<file path="src/rtl/fxq_pkg.sv">
package fxq_pkg;
  parameter int unsigned FXQ_INT_W  = 8;
  parameter int unsigned FXQ_FRAC_W = 8;

  typedef struct packed {
    logic ovf;
    logic lost;
  } fxq_flags_t;
endpackage

</file>
<file path="src/rtl/fxq_pp_array.sv">
module fxq_pp_array #(
  parameter int OP_W = 16,
  localparam int PW = 2 * OP_W
) (
  input  logic [OP_W-1:0] a_i,
  input  logic [OP_W-1:0] b_i,
  output logic [PW-1:0]   prod_o
);
  logic [PW-1:0] acc [0:OP_W];

  assign acc[0] = '0;

  genvar r;
  generate
    for (r = 0; r < OP_W; r++) begin : g_row
      logic [PW-1:0] row;
      assign row        = b_i[r] ? (PW'(a_i) << r) : '0;
      assign acc[r + 1] = acc[r] + row;
    end
  endgenerate

  assign prod_o = acc[OP_W];

  always_comb begin

    full_prod_chk: assert (prod_o == PW'(a_i) * PW'(b_i));

    zero_op_chk: assert (!((a_i == '0) || (b_i == '0)) || (prod_o == '0));
  end
endmodule

</file>
<file path="src/rtl/fxq_slice.sv">
module fxq_slice #(
  parameter int INT_W  = 8,
  parameter int FRAC_W = 8,
  localparam int OP_W = INT_W + FRAC_W,
  localparam int PW   = 2 * OP_W
) (
  input  logic [PW-1:0]   prod_i,
  output logic [OP_W-1:0] q_o
);
  assign q_o = prod_i[FRAC_W +: OP_W];

  always_comb begin

    slice_pos_chk: assert (q_o == OP_W'(prod_i >> FRAC_W));
  end
endmodule

</file>
<file path="src/rtl/fxq_flag_gen.sv">
module fxq_flag_gen
  import fxq_pkg::*;
#(
  parameter int INT_W  = 8,
  parameter int FRAC_W = 8,
  localparam int OP_W = INT_W + FRAC_W,
  localparam int PW   = 2 * OP_W
) (
  input  logic [PW-1:0] prod_i,
  output fxq_flags_t    flags_o
);
  localparam logic [PW-1:0] LIMIT = {{INT_W{1'b0}}, {(OP_W + FRAC_W){1'b1}}};

  assign flags_o.ovf  = |prod_i[PW-1 -: INT_W];
  assign flags_o.lost = |prod_i[FRAC_W-1:0];

  always_comb begin

    no_overflow_chk: assert (flags_o.ovf == (prod_i > LIMIT));

    lost_bits_chk: assert (flags_o.lost == (((prod_i >> FRAC_W) << FRAC_W) != prod_i));
  end
endmodule

</file>
<file path="src/rtl/fxq_mul.sv">
module fxq_mul
  import fxq_pkg::*;
#(
  parameter int INT_W  = FXQ_INT_W,
  parameter int FRAC_W = FXQ_FRAC_W,
  localparam int OP_W = INT_W + FRAC_W,
  localparam int PW   = 2 * OP_W
) (
  input  logic [OP_W-1:0] op_a_i,
  input  logic [OP_W-1:0] op_b_i,
  output logic [PW-1:0]   prod_full_o,
  output logic [OP_W-1:0] prod_q_o,
  output logic            ovf_o,
  output logic            lost_o
);
  localparam logic [OP_W-1:0] UNITY = OP_W'(1) << FRAC_W;

  logic [PW-1:0] prod;
  fxq_flags_t    flags;

  fxq_pp_array #(.OP_W(OP_W)) u_pp (
    .a_i   (op_a_i),
    .b_i   (op_b_i),
    .prod_o(prod)
  );

  fxq_slice #(.INT_W(INT_W), .FRAC_W(FRAC_W)) u_slice (
    .prod_i(prod),
    .q_o   (prod_q_o)
  );

  fxq_flag_gen #(.INT_W(INT_W), .FRAC_W(FRAC_W)) u_flags (
    .prod_i (prod),
    .flags_o(flags)
  );

  assign prod_full_o = prod;
  assign ovf_o       = flags.ovf;
  assign lost_o      = flags.lost;

  always_comb begin

    unity_chk: assert (!(op_b_i == UNITY) || ((prod_q_o == op_a_i) && !ovf_o && !lost_o));

    zero_flags_chk: assert (!((op_a_i == '0) || (op_b_i == '0)) || (!ovf_o && !lost_o && prod_q_o == '0));
  end
endmodule

</file>
<file path="config.mk">
export PLATFORM = sky130hd
export DESIGN_NAME = fxq_mul
export DESIGN_NICKNAME = d
export VERILOG_FILES = /design/src/rtl/fxq_pkg.sv /design/src/rtl/fxq_pp_array.sv /design/src/rtl/fxq_slice.sv /design/src/rtl/fxq_flag_gen.sv /design/src/rtl/fxq_mul.sv
export SDC_FILE = /design/constraint.sdc
export NUM_CORES = 1
export LEC_CHECK = 0
export ABC_CLOCK_PERIOD_IN_PS = 15300
export BUFFER_PORTS_ARGS = -buffer_cell sky130_fd_sc_hd__buf_2
export CORE_MARGIN = 2
export CORE_UTILIZATION = 55
export DETAILED_ROUTE_END_ITERATION = 10
export PLACE_DENSITY = 0.75
export SLEW_MARGIN = 10
export SYNTH_ARGS = -nofsm -noshare
export SYNTH_HDL_FRONTEND = slang
export SYNTH_SLANG_ARGS = --single-unit
</file>
<file path="constraint.sdc">
create_clock -name vclk -period 15.3
set_input_delay 0.765 -clock vclk [all_inputs]
set_output_delay 0.765 -clock vclk [all_outputs]
set_load 0.01 [all_outputs]
</file>
==> results of run 1 <==
==> layer usage <==
layer  wire length [µm]  track usage  up-vias
met3               1215      0.02531       13
met2               8844       0.4200      213
met4                117      0.01745        0
met1               7975       0.3653     3141
li1                   -            -     2874
met5                  0            0        -
==> synthesized netlist by cell type, types with 3 or more instances <==
cell / instances
a21o_1: 6
xor2_1: 6
o21ai_1: 5
and2_1: 111
and3_1: 4
a31oi_1: 4
xnor2_1: 19
nand2_1: 163
nand3_1: 5
ha_1: 95
a311oi_1: 3
o21ai_0: 5
nor2b_1: 4
clkbuf_1: 35
inv_1: 194
fa_1: 198
nor2_1: 15
buf_4: 16
a21oi_1: 30
nor3_1: 3
==> worst max-delay path, stage by stage <==
cell,delay [ns]
buf_2,0.20
and2_1,0.22
fa_1,0.54
inv_1,0.06
fa_1,0.46
fa_1,0.52
inv_1,0.05
fa_1,0.43
ha_1,0.29
ha_1,0.27
ha_1,0.22
fa_1,0.46
a21o_1,0.20
a221oi_2,0.56
nor4b_2,0.19
nor4_2,0.37
or2_1,0.22
mux2i_1,0.22
o2111ai_1,0.15
or4_1,0.41
buf_2,0.15
==> cells by family after synthesis <==
group / Yosys count / share of synthesized area
adders and majority gates: 293 / 0.6200
AOI/OAI and AO/OA: 63 / 0.04607
muxes: 1 / 0.001205
and+or+nand+nor: 319 / 0.1885
xor gates and xnor gates: 25 / 0.02635
buffers and inverters: 245 / 0.1179
==> layout make-up <==
type               count  area, µm²
repair buffers        82      410.4
multi-input cells    701       7331
fillers             1323       5944
inverters            194      728.2
well taps            184      230.2
==> worst max path at each step <==
| stage | startpoint | end | slack (ns) | cells past startpoint |
|---|---|---|---|---|
| 6_report | op_b_i[1] | ovf_o | 7.57 | 21 |
| 5_1_grt | op_b_i[1] | ovf_o | 7.22 | 21 |
| 4_1_cts | op_b_i[1] | ovf_o | 7.52 | 21 |
| 3_5_place_dp | op_b_i[1] | ovf_o | 7.54 | 21 |
| 3_3_place_gp | op_a_i[8] | ovf_o | 7.55 | 21 |
| 2_1_floorplan | op_b_i[4] | ovf_o | 8.22 | 21 |
==> through the flow <==
step                worst slack (ns)  utilization
finish                         7.570       0.5941
detailed placement             7.536       0.5941
CTS                            7.523       0.5941
floorplan                      8.222            -
global route                   7.220       0.5941
global placement               7.549       0.5941
==> metrics, run 1 <==
Post-Syn Area per Cell=8.785 µm²; global route overflow=0; Initial Util=0.5675; first-pass GRT wire length=32530 µm; die width=126.9 µm; hold endpoint=prod_full_o[0]; Post-CTS Setup Bufs=0; most frequent cells in the layout=fa_1, inv_1, nand2_1; commonest non-fill, non-tap cell in the layout=fa_1; largest net degree at the start of global routing=17; vias per cell=5.376; post-cts sizing count=0; Seq/Total Area, Yosys=0; WL/cell=15.63 µm; site row count=44; maximum capacitance violations=0; clock buffer count=0; fin crit share=0.5052; syn nets=1271; Design Area, Final=8700 µm²; initial antenna violation count=0; Final Max Tran Viols=0; Die Ht=126.9 µm; port buffer count=82; number of routed nets with antenna violations=0; post-synth top area share=0.4770; sequential cell count=0; # diodes=0; register area=0 µm²; area of the core=14640 µm²; DP Area=8700 µm²; CP arrival=6.96 ns; final layout net count=1304; Rel. slew slack=0.5832; layout cells sized above 1=0.09110; die area=16110 µm²; setup_tns=0 ns; Total Routing Usage GR=0.2480; CP max FO=16; Setup CP Type=input port to output port; wirelength, routed=18150 µm; Area growth syn-to-layout=4.682%; Slew @ Worst Pin=0.6252 ns; Syn Inst Count=946; post-layout min period=7.730 ns; IO Pins=82; Final Hold Viols=0; Hold Path Class=input port to output port; largest cells by area after synthesis=fa_1, ha_1, inv_1; WP data required=14.53 ns; Min Hold Slack=2.029 ns; Initial DRC Count=371; CP Launch Type=input port; status=complete, no violations; endpoints failing setup=0; area leader, netlist=fa_1; Mapped Area=8310 µm²; 1st-pass router iterations=5; vias in the first global route=6629; Max Clock Freq=129.4 MHz; vias post-DR=6241; RSZ-0062 raised after global routing=false; DP Wirelength=15370 µm; placed cell count=1161; Post-route DRC=0; GPL Wtd Cong=0.8844; CP Capture Type=output port; fin cells=1161; hold_sp=op_a_i[0]; synth warn=0; worst hold stages=3; CTS Hold Buffers Added=0; unique cell type count in the Yosys netlist=38
Power of run 1 is left out: the tool's default activity adds up to more than one toggle a clock period on the data nets, which glitch-free logic cannot reach.
==> run 2, diff against run 1 <==
Settings changed: ABC_CLOCK_PERIOD_IN_PS 15300 to 6600, PLACE_DENSITY 0.75 to 0.78.
Clock period 15.3 ns to 6.6 ns, I/O delays scaled along.
==> metrics, run 2 (synthesized netlist as in run 1, its figures left out) <==
status=complete, no violations; Hold Path Class=input port to output port; Slew @ Worst Pin=0.3863 ns (-0.2388 ns); initial antenna violation count=0 (unchanged); CP max FO=16 (unchanged); Total Routing Usage GR=0.2477 (-0.0002521); DP Wirelength=15920 µm (+3.6%); layout cells sized above 1=0.1448 (+0.05375); Initial Util=0.5675 (unchanged); Max Clock Freq=155.9 MHz; endpoints failing setup=0 (unchanged); final layout net count=1335 (+2.4%); setup_tns=0 ns (unchanged); port buffer count=82 (unchanged); IO Pins=82 (unchanged); largest net degree at the start of global routing=17 (unchanged); vias in the first global route=6733 (+1.6%); Layout Utilization=0.6278 (+0.03375); Post-route DRC=0 (unchanged); Die Ht=126.9 µm (unchanged); met1 Track Usage GR=0.3590 (-0.006350); 1st-pass router iterations=5 (unchanged); WP data required=6.27 ns (-8.26 ns); first-pass GRT wire length=32670 µm (+0.45%); fin crit share=0.9719; GPL Wtd Cong=0.8837 (about the same); CTS Hold Buffers Added=0 (unchanged); maximum capacitance violations=0 (unchanged); area of the core=14640 µm² (unchanged); vias post-DR=6423 (+2.9%); Final Max Tran Viols=0 (unchanged); CP Capture Type=output port; # diodes=0 (unchanged); Setup CP Type=input port to output port; most frequent cells in the layout=fa_1, inv_1, nand2_1; grt peak-use layer=met2; CP Launch Type=input port; global route overflow=0 (unchanged); site row count=44 (unchanged); CP arrival=6.08 ns (-0.88 ns); vias per cell=5.388 (+0.24%); commonest non-fill, non-tap cell in the layout=fa_1; Initial DRC Count=345 (-7.0%); Final Worst Setup Slack=0.1852 ns (-7.385 ns); Final Hold Viols=0 (unchanged); wirelength, routed=19050 µm (+5.0%); number of routed nets with antenna violations=0 (unchanged); Min Hold Slack=1.172 ns (-0.8563 ns); clock buffer count=0 (unchanged); sequential cell count=0 (unchanged); post-layout min period=6.415 ns; Rel. slew slack=0.7397 (+0.1565); M2 GR Usage=0.4143 (-0.005693); die area=16110 µm² (unchanged); die width=126.9 µm (unchanged); DP Worst Slack=-0.04046 ns (-7.577 ns); WL/cell=15.98 µm (+2.2%); worst hold stages=3 (unchanged); met3 usage=0.03543 (+0.01012); Area growth syn-to-layout=10.63%; register area=0 µm² (unchanged)
==> run 2: cell count changes in the layout (fill, tap and decap cells not counted), moves of 8 or more <==
cell	previous run	this run
ha_1	95	87
buf_6	0	9
buf_4	0	40
buf_2	82	58
==> run 2: area by class of cell <==
type / count / area, µm²
Timing Repair Buffer: 113 / 737.0
Multi-Input combinational cell: 701 / 7498
Tap cell: 184 / 230.2
Fill cell: 1199 / 5450
Inverter: 194 / 728.2
==> run 2: worst paths after layout <==
check                   from              to  slack, ns
hold / removal     op_a_i[0]  prod_full_o[0]       1.17
setup / recovery  op_b_i[13]           ovf_o       0.19
==> run 2: timing repair <==
item / 4_1_cts / 5_1_grt
pin swaps: 1 / 12
endpoints found under the setup margin: 1 / 3
buffers inserted: 1 / 3
gates resized for setup: 4 / 82
==> run 2: metal layers <==
layer,up-vias,wire length (µm)
li1,2929,-
met4,0,238
met1,3221,8166
met3,24,1369
met2,249,9279
met5,-,0
==> run 2: critical path: stages <==
cell and delay [ns]:
buf_2 0.21, and2_1 0.22, fa_1 0.53, inv_1 0.05
fa_1 0.50, inv_1 0.07, fa_1 0.52, fa_1 0.45
fa_1 0.50, inv_1 0.05, fa_1 0.47, inv_1 0.06
ha_4 0.28, nand2_1 0.09, nor4b_4 0.26, buf_4 0.19
nor4_4 0.05, o31ai_2 0.33, a21oi_2 0.10, xnor2_1 0.14
or4_1 0.52, buf_2 0.15
==> run 2: per-stage QoR <==
step / area [µm²] / cells
5_1_grt: 9194 / 1192
6_report: 9194 / 1192
3_3_place_gp: 8902 / 1188
4_1_cts: 8930 / 1189
2_1_floorplan: 8310 / 946
3_5_place_dp: 8902 / 1188
Power of run 2 is left out for the same reason.
==> run 3, diff against run 2 <==
Settings changed: ABC_CLOCK_PERIOD_IN_PS 6600 to 7790, BUFFER_PORTS_ARGS -buffer_cell sky130_fd_sc_hd__buf_2 to -buffer_cell sky130_fd_sc_hd__buf_4, CORE_ASPECT_RATIO from default to 1.2, PLACE_DENSITY 0.78 to 0.75.
Clock period 6.6 ns to 7.79 ns, I/O delays scaled along.
==> metrics, run 3 (synthesized netlist as in run 1, its figures left out) <==
register area=0 µm² (unchanged); die width=116.2 µm (-8.4%); first-pass GRT wire length=31750 µm (-2.8%); # diodes=0 (unchanged); fin crit share=0.8810; RSZ-0062 raised after global routing=false; IO Pins=82 (unchanged); vias post-DR=6287 (-2.1%); most frequent cells in the layout=fa_1, inv_1, nand2_1; Initial DRC Count=262 (-24%); Slew @ Worst Pin=0.6095 ns (+0.2231 ns); Initial Util=0.5578 (-0.009675); Crit. Startpoint=op_b_i[6]; number of fillers in the final layout=1359 (+13%); post-layout min period=6.863 ns; GPL Wtd Cong=0.8584 (-2.9%); CP arrival=6.47 ns (+0.39 ns); area of the multi-input gates=7331 µm² (-2.2%); layout cells sized above 1=0.09202 (-0.05282); setup_tns=0 ns (unchanged); 1st-pass router iterations=4 (-1); number of routed nets with antenna violations=0 (unchanged); sequential cell count=0 (unchanged); CTS Hold Buffers Added=0 (unchanged); maximum capacitance violations=0 (unchanged); Rel. slew slack=0.5926 (-0.1471); area of the core=14900 µm² (+1.7%); Final Hold Viols=0 (unchanged); endpoints failing setup=0 (unchanged); CP Launch Type=input port; Die Ht=138.7 µm (+9.2%); site row count=49 (+11%); status=complete, no violations; Area growth syn-to-layout=7.543%; WP data required=7.40 ns (+1.13 ns); Total Routing Usage GR=0.2434 (-0.004341); post-cts sizing count=0 (-4); largest net degree at the start of global routing=17 (unchanged); worst hold stages=3 (unchanged); Final Max Tran Viols=0 (unchanged); global route overflow=0 (unchanged); Setup CP Type=input port to output port; Post-route DRC=0 (unchanged); vias in the first global route=6852 (+1.8%); CP Capture Type=output port; clock buffer count=0 (unchanged); hold endpoint=prod_full_o[0]; wirelength, routed=18450 µm (-3.2%); DP Wirelength=15480 µm (-2.8%); die area=16110 µm² (about the same); port buffer count=82 (unchanged); hold_sp=op_a_i[0]; Post-CTS Setup Bufs=0 (-1); commonest non-fill, non-tap cell in the layout=fa_1; final layout net count=1305 (-2.2%); CP max FO=16 (unchanged); Hold Path Class=input port to output port; vias per cell=5.319 (-1.3%); initial antenna violation count=0 (unchanged); WL/cell=15.61 µm (-2.4%); Max Clock Freq=145.7 MHz
==> run 3: per-layer routing <==
layer / global-route usage / share of wire
met1: 0.3199 / 0.41
met2: 0.4509 / 0.54
met3: 0.01180 / 0.038
met4: 0.03634 / 0.0097
met5: 0 / 0
==> run 3: how the worst max path moves through the flow <==
stage	to
3_5_place_dp	ovf_o
6_report	ovf_o
4_1_cts	ovf_o
2_1_floorplan	ovf_o
3_3_place_gp	ovf_o
5_1_grt	ovf_o
==> run 3: worst max-delay path: stages <==
cell and delay, ns:
buf_4 0.20, nand2_1 0.12, fa_1 0.55, inv_1 0.06, fa_1 0.52, fa_1 0.50, inv_1 0.05, fa_1 0.47
inv_1 0.05, fa_1 0.45, ha_1 0.30, ha_1 0.36, and3_1 0.19, a221oi_2 0.06, buf_4 0.17, nor4b_2 0.58
nor4_2 0.13, o31ai_1 0.35, a21oi_2 0.10, xnor2_1 0.15, or4_1 0.53, buf_4 0.16
==> run 3: cell type report <==
class                      count  share of cell area
timing repair buffer          83             0.06972
multi-input combinational    701              0.8202
inverter                     194             0.08148
tap                          204             0.02856
==> run 3: stage by stage <==
step | cells | util | cell area (µm²) | worst slack [ns] | hold WS [ns]
final | 1182 | 0.5999 | 8937 | 0.9269 | 1.242
after global routing | 1182 | 0.5999 | 8937 | 0.5856 | 1.272
after CTS | 1182 | 0.5999 | 8937 | 0.8325 | 1.244
after detailed placement | 1182 | 0.5999 | 8937 | 0.8567 | 1.244
after global placement | 1182 | 0.5999 | 8937 | 0.9388 | 1.248
after floorplan | 946 | - | 8310 | 1.463 | 0.9299
Power of run 3 is left out for the same reason.
